==> config.mk <==
export PLATFORM = sky130hd
export DESIGN_NAME = fmt_track_writer
export DESIGN_NICKNAME = d
export VERILOG_FILES = /design/src/rtl/fmt_pkg.sv /design/src/rtl/fmt_crc_step.sv /design/src/rtl/fmt_xlate.sv /design/src/rtl/fmt_track_writer.sv
export SDC_FILE = /design/constraint.sdc
export NUM_CORES = 1
export LEC_CHECK = 0
export BUFFER_PORTS_ARGS = -buffer_cell sky130_fd_sc_hd__buf_2
export CAP_MARGIN = 20
export CORE_ASPECT_RATIO = 0.8
export CORE_MARGIN = 8
export CORE_UTILIZATION = 40
export CTS_CLUSTER_DIAMETER = 200
export DETAILED_ROUTE_END_ITERATION = 6
export GPL_TIMING_DRIVEN = 1
export HOLD_SLACK_MARGIN = 0.08
export PLACE_DENSITY = 0.62
export SLEW_MARGIN = 20
export SYNTH_ARGS = -nofsm -noshare
export SYNTH_HDL_FRONTEND = slang
export SYNTH_HIERARCHICAL = 1
export SYNTH_SLANG_ARGS = --single-unit
==> constraint.sdc <==
create_clock -name clk -period 4.17 [get_ports clk]
set_input_delay 0.417 -clock clk [delete_from_list [all_inputs] [get_ports clk]]
set_output_delay 0.417 -clock clk [all_outputs]
set_load 0.005 [all_outputs]
==> src/rtl/fmt_pkg.sv <==
package fmt_pkg;

    typedef enum logic [1:0] {
        ST_IDLE     = 2'd0,
        ST_WAIT_IDX = 2'd1,
        ST_WRITE    = 2'd2
    } fmt_state_e;

    localparam int          BYTE_W     = 8;
    localparam int          CRC_W      = 16;
    localparam logic [15:0] CRC_POLY   = 16'h1021;
    localparam logic [15:0] CRC_INIT   = 16'hFFFF;

    localparam logic [7:0]  CODE_SYNC  = 8'hF5;
    localparam logic [7:0]  CODE_ISYNC = 8'hF6;
    localparam logic [7:0]  CODE_CRC   = 8'hF7;
    localparam logic [7:0]  BYTE_A1    = 8'hA1;
    localparam logic [7:0]  BYTE_C2    = 8'hC2;
    localparam logic [7:0]  BYTE_IDAM  = 8'hFE;

    function automatic logic [15:0] crc_byte(input logic [15:0] c,
                                             input logic [7:0]  b);
        logic [15:0] r;
        r = c;
        for (int i = 7; i >= 0; i--) begin
            if (r[15] ^ b[i]) r = {r[14:0], 1'b0} ^ CRC_POLY;
            else              r = {r[14:0], 1'b0};
        end
        return r;
    endfunction

    // CRC value after two A1 sync bytes from the preset
    localparam logic [15:0] CRC_A1A1 = crc_byte(crc_byte(CRC_INIT, BYTE_A1), BYTE_A1);

endpackage

==> src/rtl/fmt_crc_step.sv <==
module fmt_crc_step #(
    parameter int          W      = 16,
    parameter int          DW     = 8,
    parameter logic [W-1:0] POLY  = 16'h1021
) (
    input  logic [W-1:0]  crc_i,
    input  logic [DW-1:0] data_i,
    output logic [W-1:0]  crc_o
);
    logic [DW:0][W-1:0] chain;

    assign chain[0] = crc_i;

    for (genvar g = 0; g < DW; g++) begin : g_bit
        logic fb;
        assign fb         = chain[g][W-1] ^ data_i[DW-1-g];
        assign chain[g+1] = {chain[g][W-2:0], 1'b0} ^ (fb ? POLY : '0);
    end

    assign crc_o = chain[DW];
endmodule

==> src/rtl/fmt_xlate.sv <==
module fmt_xlate
    import fmt_pkg::*;
(
    input  logic [7:0]  pend_i,
    input  logic        slot2_i,
    input  logic        prev_a1_i,
    input  logic [15:0] crc_i,
    output logic [7:0]  byte_o,
    output logic        mclk_o,
    output logic        idam_o,
    output logic        is_a1_o,
    output logic        is_crc_o,
    output logic [15:0] crc_base_o
);
    always_comb begin
        byte_o     = pend_i;
        mclk_o     = 1'b0;
        idam_o     = 1'b0;
        is_a1_o    = 1'b0;
        is_crc_o   = 1'b0;
        crc_base_o = crc_i;
        if (!slot2_i) begin
            unique case (pend_i)
                CODE_SYNC: begin
                    byte_o     = BYTE_A1;
                    mclk_o     = 1'b1;
                    is_a1_o    = 1'b1;
                    crc_base_o = CRC_A1A1;
                end
                CODE_ISYNC: begin
                    byte_o = BYTE_C2;
                    mclk_o = 1'b1;
                end
                CODE_CRC: begin
                    byte_o   = crc_i[15:8];
                    is_crc_o = 1'b1;
                end
                BYTE_IDAM: idam_o = prev_a1_i;
                default: ;
            endcase
        end
    end
endmodule

==> src/rtl/fmt_track_writer.sv <==
module fmt_track_writer
    import fmt_pkg::*;
#(
    parameter int LEN_W = 14
) (
    input  logic             clk,
    input  logic             rst_n,
    input  logic             start_i,
    input  logic             wprot_i,
    input  logic             index_i,
    input  logic             byte_tick_i,
    input  logic             cpu_wr_i,
    input  logic [7:0]       cpu_data_i,
    input  logic [LEN_W-1:0] track_len_i,
    output logic             drq_o,
    output logic             busy_o,
    output logic             irq_o,
    output logic             lost_data_o,
    output logic             wprot_err_o,
    output logic             out_valid_o,
    output logic [7:0]       out_byte_o,
    output logic             out_mclk_o,
    output logic             out_idam_o
);
    localparam logic [LEN_W-1:0] LAST_SLOT = LEN_W'(1);

    typedef struct packed {
        fmt_state_e          state;
        logic [BYTE_W-1:0]   held;
        logic                written;
        logic [BYTE_W-1:0]   pend;
        logic                slot2;
        logic                prev_a1;
        logic [CRC_W-1:0]    crc;
        logic [LEN_W-1:0]    remain;
        logic                drq;
        logic                busy;
        logic                irq;
        logic                lost;
        logic                wp_err;
        logic                ov;
        logic [BYTE_W-1:0]   ob;
        logic                omc;
        logic                oid;
    } fmt_regs_t;

    fmt_regs_t q, d;

    logic [7:0]  xl_byte;
    logic        xl_mclk, xl_idam, xl_is_a1, xl_is_crc;
    logic [15:0] xl_base, crc_next;

    fmt_xlate u_xlate (
        .pend_i     (q.pend),
        .slot2_i    (q.slot2),
        .prev_a1_i  (q.prev_a1),
        .crc_i      (q.crc),
        .byte_o     (xl_byte),
        .mclk_o     (xl_mclk),
        .idam_o     (xl_idam),
        .is_a1_o    (xl_is_a1),
        .is_crc_o   (xl_is_crc),
        .crc_base_o (xl_base)
    );

    fmt_crc_step #(.W(CRC_W), .DW(BYTE_W), .POLY(CRC_POLY)) u_crc (
        .crc_i  (xl_base),
        .data_i (xl_byte),
        .crc_o  (crc_next)
    );

    always_comb begin
        d     = q;
        d.ov  = 1'b0;
        d.omc = 1'b0;
        d.oid = 1'b0;
        if (start_i) begin
            d.lost    = 1'b0;
            d.irq     = 1'b0;
            d.wp_err  = 1'b0;
            d.written = 1'b0;
            d.slot2   = 1'b0;
            d.prev_a1 = 1'b0;
            d.crc     = CRC_INIT;
            if (wprot_i) begin
                d.wp_err = 1'b1;
                d.irq    = 1'b1;
                d.busy   = 1'b0;
                d.drq    = 1'b0;
                d.state  = ST_IDLE;
            end else begin
                d.busy  = 1'b1;
                d.drq   = 1'b1;
                d.state = ST_WAIT_IDX;
            end
        end else begin
            unique case (q.state)
                ST_WAIT_IDX: begin
                    if (index_i) begin
                        if (!q.written) begin
                            d.lost  = 1'b1;
                            d.state = ST_IDLE;
                            d.busy  = 1'b0;
                            d.irq   = 1'b1;
                            d.drq   = 1'b0;
                        end else begin
                            d.pend    = q.held;
                            d.written = 1'b0;
                            d.drq     = 1'b1;
                            d.remain  = track_len_i;
                            d.state   = ST_WRITE;
                        end
                    end
                end
                ST_WRITE: begin
                    if (byte_tick_i) begin
                        d.ov      = 1'b1;
                        d.ob      = xl_byte;
                        d.omc     = xl_mclk;
                        d.oid     = xl_idam;
                        d.crc     = crc_next;
                        d.prev_a1 = xl_is_a1;
                        d.slot2   = 1'b0;
                        d.remain  = q.remain - LAST_SLOT;
                        if (q.remain == LAST_SLOT) begin
                            d.state = ST_IDLE;
                            d.busy  = 1'b0;
                            d.irq   = 1'b1;
                            d.drq   = 1'b0;
                        end else if (xl_is_crc) begin
                            d.pend  = q.crc[7:0];
                            d.slot2 = 1'b1;
                            d.drq   = 1'b0;
                        end else begin
                            d.drq = 1'b1;
                            if (q.written) begin
                                d.pend    = q.held;
                                d.written = 1'b0;
                            end else begin
                                d.pend = '0;
                                d.lost = 1'b1;
                            end
                        end
                    end
                end
                default: ;
            endcase
            if (cpu_wr_i && q.drq) begin
                d.held    = cpu_data_i;
                d.written = 1'b1;
                d.drq     = 1'b0;
            end
        end
    end

    always_ff @(posedge clk) begin
        if (!rst_n) q <= '0;
        else        q <= d;
    end

    assign drq_o       = q.drq;
    assign busy_o      = q.busy;
    assign irq_o       = q.irq;
    assign lost_data_o = q.lost;
    assign wprot_err_o = q.wp_err;
    assign out_valid_o = q.ov;
    assign out_byte_o  = q.ob;
    assign out_mclk_o  = q.omc;
    assign out_idam_o  = q.oid;
endmodule

==> out/metrics.yaml, run 1 <==
timing:
  timing.fmax_mhz: 360
  relSlewSlack_pct: 31.1
  finalCritPeriodShare_pct: 66.6
  finalSetupTns_ns: 0
  rsz0062_at_grt: "false"
  hold_viol_final: 0
  tightestPinTransition_ns: 1.02
  skew_ns: 0.00904
  finalSetupViolCount: 0
  fin_ws_ns: 1.39
  fin_crit_ns: 2.78
  slew_violations: 0
routing:
  wl_um: 11400
  drtAntennaViolNets: 0
  via_per_inst: 5.85
  drc: 0
  vias: 3797
  wl_per_cell_um: 17.6
  first_pass_iters: 5
  drtIter0Drc: 325
die:
  fp.dieH_um: 107
  core_area_mm2: 0.0102
  num_rows: 33
  start_util_pct: 40.7
  ioPinCount: 45
  die_area_mm2: 0.0138
  die_w_um: 130
logic_synthesis:
  ys_ff_latch: 67
  synthDistinctLibCells: 67
  syn_nets: 524
  synth_area_leader_cell: "dfxtp_1"
  synth-simple-area-share_pct: 22.6
  synth_top_family_by_area: "compound AO/OA/AOI/OAI gates"
  synth_ff_type: "dfxtp_1"
  synth_edf_count: 0
  synthTopCellsByCount: "nand2_1 (81), dfxtp_1 (67), a21oi_1 (40), clkbuf_1 (26), a31oi_1 (24)"
  ys_async_sr_fraction_pct: 0
  synth_xor_area_share_pct: 9.52
  synth_most_common_cell: "nand2_1"
  synth-seq-area-share_pct: 32.5
  yosysTopAreaCellShare_pct: 32.5
  synthAdderAreaFrac_pct: 1.21
  syn_inst: 491
  avgSynthCellArea_um2: 8.41
  syn_area_mm2: 0.00413
  synthTopCellsByArea: "dfxtp_1 (32%), nand2_1 (7.4%), a21oi_1 (4.8%), a31oi_1 (3.6%), a311oi_2 (2.9%)"
  synth_compound_area_share_pct: 25.6
  yosys_warnings: 6
  synthMuxAreaShare_pct: 0.727
power:
  power.leakage_nw: 1.80
  vdd_ir_drop_max_uv: 190
  finalPower_w: 0.00174
  powerDensity_mw_per_mm2: 376
grt:
  grt-ovfl-total: 0
  first_global_vias: 3627
  grt_usage_pct: 16.9
  grt_pass1_wl_um: 18800
  antenna_found_initial: 0
  grt_max_degree: 30
clock_tree:
  insertion_delay_ns: 0.34
  cts_tree: "done"
  cts-resized-gates: 0
  cts_hold_buf: 0
  cts_sinks: 67
  path_clk_slew_ns: 0.06
  cts_buffers: 9
  cts_setup_buffers: 0
  htreeDepth: 3
  clockBufferDepth: 2
  root_buffer: "clkbuf_16"
setup_path:
  path_buf_inv: 1
  cp-end-kind: "flip-flop"
  criticalPathCategory: "reg2reg"
  path_cells: "ha_1 -> nand2_1 -> buf_4 -> nor2_1 -> nand2_1 -> a21oi_1"
  start_kind: "flip-flop"
  slowest_delay_ns: 0.57
  crit_fanout: 20
  arrival_ns: 3.05
  cp_top_family: "simple AND/OR/NAND/NOR gates"
  critPathRequiredTime_ns: 4.44
  r2r_setup_slack_ns: 1.39
  cpMostUsedCell: "nand2_1"
  slowest_stage: "ha_1"
final_layout:
  regMostFlops: "q"
  area_growth_pct: 11.9
  drive_gt1_share_pct: 18.5
  design_area_mm2: 0.00462
  nets: 537
  fill_cells: 1022
  diodes: 0
  largest_reg_flops: 51
placement:
  dp_hpwl_um: 7890
  pre_cts_ws_ns: 1.45
  place.gp.congestion: 0.843
  placed_area_mm2: 0.00431
  io_buffers: 44
job:
  maxCapViolCount: 0
outcome:
  status: "completed"
hold_path:
  holdCritPathClass: "in2reg"
per-layer routing:
layer  wire length, µm  part of all wire (%)  GRT usage, %
met1              5530                    48          23.1
met2              5040                    44          25.7
met3               661                   5.8          4.17
met4               181                   1.6          5.46
met5                 0                     0             0
report_power, final:
group	leakage [nW]	switching, W	internal (W)
logic	1.10	0.000130	0.000132
clock network	0.146	0.000310	0.000467
registers	0.548	0.0000321	0.000666
total	1.80	0.000473	0.00126
cell type report:
class	count	area [µm²]	area share, %
clock inverter	7	77.6	1.68
inverter	15	56.3	1.22
multi-input combinational	360	2470	53.5
sequential	67	1340	29.0
clock buffer	9	225	4.88
tap	140	175	3.79
timing repair buffer	51	273	5.90
worst min-delay path, cell delays in order:
cell and delay, ns:
buf_2 0.09, nand2_1 0.05, a21oi_1 0.05
per-stage QoR:
stage	utilization, %	std cells	hold slack (ns)
CTS	45.4	649	0.303
global placement	42.4	633	0.447
finish	45.5	649	0.311
floorplan	-	491	0.436
global route	45.5	649	0.321
detailed placement	42.4	633	0.451
cell families (layout without fill, tap and decap cells):
logic type / count (synthesis) / in the layout
XOR/XNOR: 25 / 25
buffers and inverters: 64 / 82
multiplexers: 3 / 3
flip-flops: 67 / 67
AND/OR/NAND/NOR: 182 / 182
AO/OA/AOI/OAI: 146 / 146
adder cells (fa/ha/maj): 4 / 4
final timing paths:
| kind | from | endpoint | cells past startpoint |
|---|---|---|---|
| worst max register to register | q[66] | out_byte_o[3] | 6 |
| worst min register to register | out_byte_o[0] | out_byte_o[0] | 2 |
| worst max-delay path | q[66] | out_byte_o[3] | 6 |
| worst min-delay path | cpu_data_i[7] | q[64] | 3 |
cell usage in the layout, fill, tap and decap left out, types with 4 or more instances in the layout:
cell | synthesis | layout
o41a_1 | 4 | 4
a2bb2oi_1 | 8 | 8
inv_1 | 12 | 12
a31o_1 | 7 | 7
a31oi_1 | 24 | 24
nor2b_1 | 9 | 9
a311oi_2 | 8 | 8
nor4_1 | 6 | 5
buf_4 | 15 | 7
a21oi_1 | 40 | 40
o31a_1 | 8 | 8
xnor3_1 | 5 | 5
clkbuf_16 | 0 | 9
nor3_1 | 10 | 10
or4_1 | 5 | 5
dfxtp_1 | 67 | 67
nand3_1 | 13 | 13
buf_2 | 4 | 44
o21ai_0 | 14 | 14
a22oi_1 | 4 | 4
xnor2_1 | 9 | 9
ha_1 | 4 | 4
nand4_1 | 10 | 10
nor2_1 | 22 | 22
nand2_1 | 81 | 81
(Power assumes the default switching activity.)
==> run 2: changes to the inputs <==
- PLACE_DENSITY: 0.62 -> 0.64
- clock period: 4.17 -> 2.3 ns (I/O delays scaled with it)
==> run 2 against run 1 <==
Flip-flop and latch count unchanged. Cell count up 5.2%. Sequential share of layout area down 1.8 points. Register-to-register slack worse by 1.3 ns.
==> out/metrics.yaml, run 2 (same netlist as run 1, synthesis figures left out) <==
outcome:
  status: "completed"  # unchanged
die:
  die_area_mm2: 0.0138  # unchanged
  die_w_um: 130  # unchanged
  ioPinCount: 45  # unchanged
  start_util_pct: 40.7  # unchanged
  core_area_mm2: 0.0102  # unchanged
  num_rows: 33  # unchanged
  fp.dieH_um: 107  # unchanged
routing:
  first_pass_iters: 5  # unchanged
  vias: 3915  # was 3797
  wl_um: 11500  # was 11400 µm
  drtIter0Drc: 326  # was 325
  wl_per_cell_um: 16.9  # was 17.6 µm
  via_per_inst: 5.73  # was 5.85
  drc: 0  # unchanged
  drtAntennaViolNets: 0  # unchanged
timing:
  relSlewSlack_pct: 56.7  # was 31.1%
  hold_viol_final: 0  # unchanged
  rsz0062_at_grt: "false"  # unchanged
  skew_ns: 0.00566  # was 0.00904 ns
  finalSetupViolCount: 0  # unchanged
  finalSetupTns_ns: 0  # unchanged
  tightestPinTransition_ns: 0.645  # was 1.02 ns
  fin_crit_ns: 2.18  # was 2.78 ns
  finalCritPeriodShare_pct: 95.0  # was 66.6%
  timing.fmax_mhz: 458  # was 360 MHz
  slew_violations: 0  # unchanged
clock_tree:
  cts_buffers: 9  # unchanged
  cts_tree: "done"  # unchanged
  insertion_delay_ns: 0.34  # about the same
  root_buffer: "clkbuf_16"  # unchanged
  path_clk_slew_ns: 0.06  # about the same
  cts_hold_buf: 0  # unchanged
  cts_setup_buffers: 0  # unchanged
  cts-resized-gates: 0  # unchanged
  clockBufferDepth: 2  # unchanged
  cts_sinks: 67  # unchanged
  htreeDepth: 3  # unchanged
final_layout:
  layout.cells.non_filler: 683  # was 649
  final_common_cell: "nand2_1"  # unchanged
  area_growth_pct: 19.4  # was 11.9%
  drive_gt1_share_pct: 24.7  # was 18.5%
  largest_reg_flops: 51  # unchanged
  nets: 571  # was 537
  final_cell_mix: "nand2_1 (81), dfxtp_1 (66), buf_2 (44)"  # was nand2_1 (81), dfxtp_1 (67), buf_2 (44)
  regMostFlops: "q"  # unchanged
  diodes: 0  # unchanged
power:
  vdd_ir_drop_max_uv: 510  # was 190 µV
  power.leakage_nw: 1.97  # was 1.80 nW
  powerDensity_mw_per_mm2: 646  # was 376 mW/mm²
grt:
  top_usage_layer: "met2"  # unchanged
  grt_pass1_wl_um: 19000  # was 18800 µm
  grt_util_met3_pct: 4.91  # was 4.17%
  grt_usage_pct: 17.3  # was 16.9%
  grt_max_degree: 35  # was 30
  met2_usage_pct: 25.9  # was 25.7%
  grt-ovfl-total: 0  # unchanged
  first_global_vias: 3709  # was 3627
  grt.met1_usage_pct: 23.9  # was 23.1%
  antenna_found_initial: 0  # unchanged
setup_path:
  arrival_ns: 2.40  # was 3.05 ns
  crit_fanout: 6  # was 20
  criticalPathCategory: "reg2reg"  # unchanged
  rr_endpoint: "q[43]"  # was out_byte_o[3]
  regToRegStartpoint: "q[51]"  # was q[66]
  crit_path_start: "q[51]"  # was q[66]
  critPathRequiredTime_ns: 2.52  # was 4.44 ns
  cp-end-kind: "flip-flop"  # unchanged
  r2r_setup_slack_ns: 0.12  # was 1.39 ns
  start_kind: "flip-flop"  # unchanged
  worstSetupEndpoint: "q[43]"  # was out_byte_o[3]
  rr_worst_depth: 7  # was 6
job:
  maxCapViolCount: 0  # unchanged
hold_path:
  hold_depth: 3  # unchanged
  holdCritPathClass: "in2reg"  # unchanged
placement:
  io_buffers: 44  # unchanged
  dp.cells: 667  # was 633
  place.gp.congestion: 0.877  # was 0.843
  dp_hpwl_um: 8400  # was 7890 µm
==> run 2: cell count changes in the layout (fill, tap and decap cells not counted), moves of 2 or more <==
| cell | delta |
|---|---|
| buf_12 | +2 |
| or4_4 | +2 |
| clkinv_4 | -2 |
| buf_4 | +32 |
| or4_1 | -2 |
==> run 2: per-layer routing <==
metal | vias to the layer above | routed length (µm)
met5 | - | 0
met3 | 15 | 643
li1 | 1896 | -
met1 | 1875 | 5650
met2 | 129 | 5070
met4 | 0 | 144
==> run 2: critical path, cell delays in order (launching register included) <==
cell	delay, ns
dfxtp_1	0.36
nand3b_2	0.28
o41a_1	0.49
xnor2_2	0.19
buf_4	0.17
xor3_4	0.43
nand2_1	0.07
a31oi_1	0.07
==> run 2: area by class of cell <==
cell class | instances | area, µm²
inverter | 15 | 56.3
multi-input combinational | 360 | 2500
fill | 1029 | 5230
clock buffer | 9 | 225
tap | 140 | 175
clock inverter | 7 | 76.3
timing repair buffer | 85 | 553
sequential | 67 | 1340
==> run 2: how the worst min path moves through the flow <==
stage	endpoint	slack, ns	start
6_report	q[61]	0.12	cpu_data_i[4]
3_5_place_dp	out_byte_o[5]	0.45	out_byte_o[5]
4_1_cts	q[61]	0.12	cpu_data_i[4]
5_1_grt	q[62]	0.13	cpu_data_i[5]
3_3_place_gp	out_byte_o[3]	0.44	out_byte_o[3]
2_1_floorplan	q[57]	0.37	cpu_data_i[0]
==> run 2: where the power goes <==
group / leakage, nW / total (W) / internal (W) / switching, W
clock: 0.142 / 0.00139 / 0.000846 / 0.000545
sequential: 0.548 / 0.00126 / 0.00121 / 0.0000518
combinational: 1.28 / 0.000535 / 0.000279 / 0.000256
==> run 2: stage by stage <==
| stage | util (%) | total power (W) | instance area, µm² | setup slack (ns) | hold slack (ns) |
|---|---|---|---|---|---|
| floorplan | - | 0.00167 | 4130 | 0.0479 | 0.366 |
| global placement | 45.2 | 0.00180 | 4600 | 0.134 | 0.444 |
| detailed placement | 45.2 | 0.00181 | 4600 | 0.0308 | 0.450 |
| CTS | 48.2 | 0.00321 | 4900 | 0.0308 | 0.121 |
| global route | 48.5 | 0.00333 | 4930 | 0.0205 | 0.133 |
| finish | 48.5 | 0.00319 | 4930 | 0.116 | 0.124 |
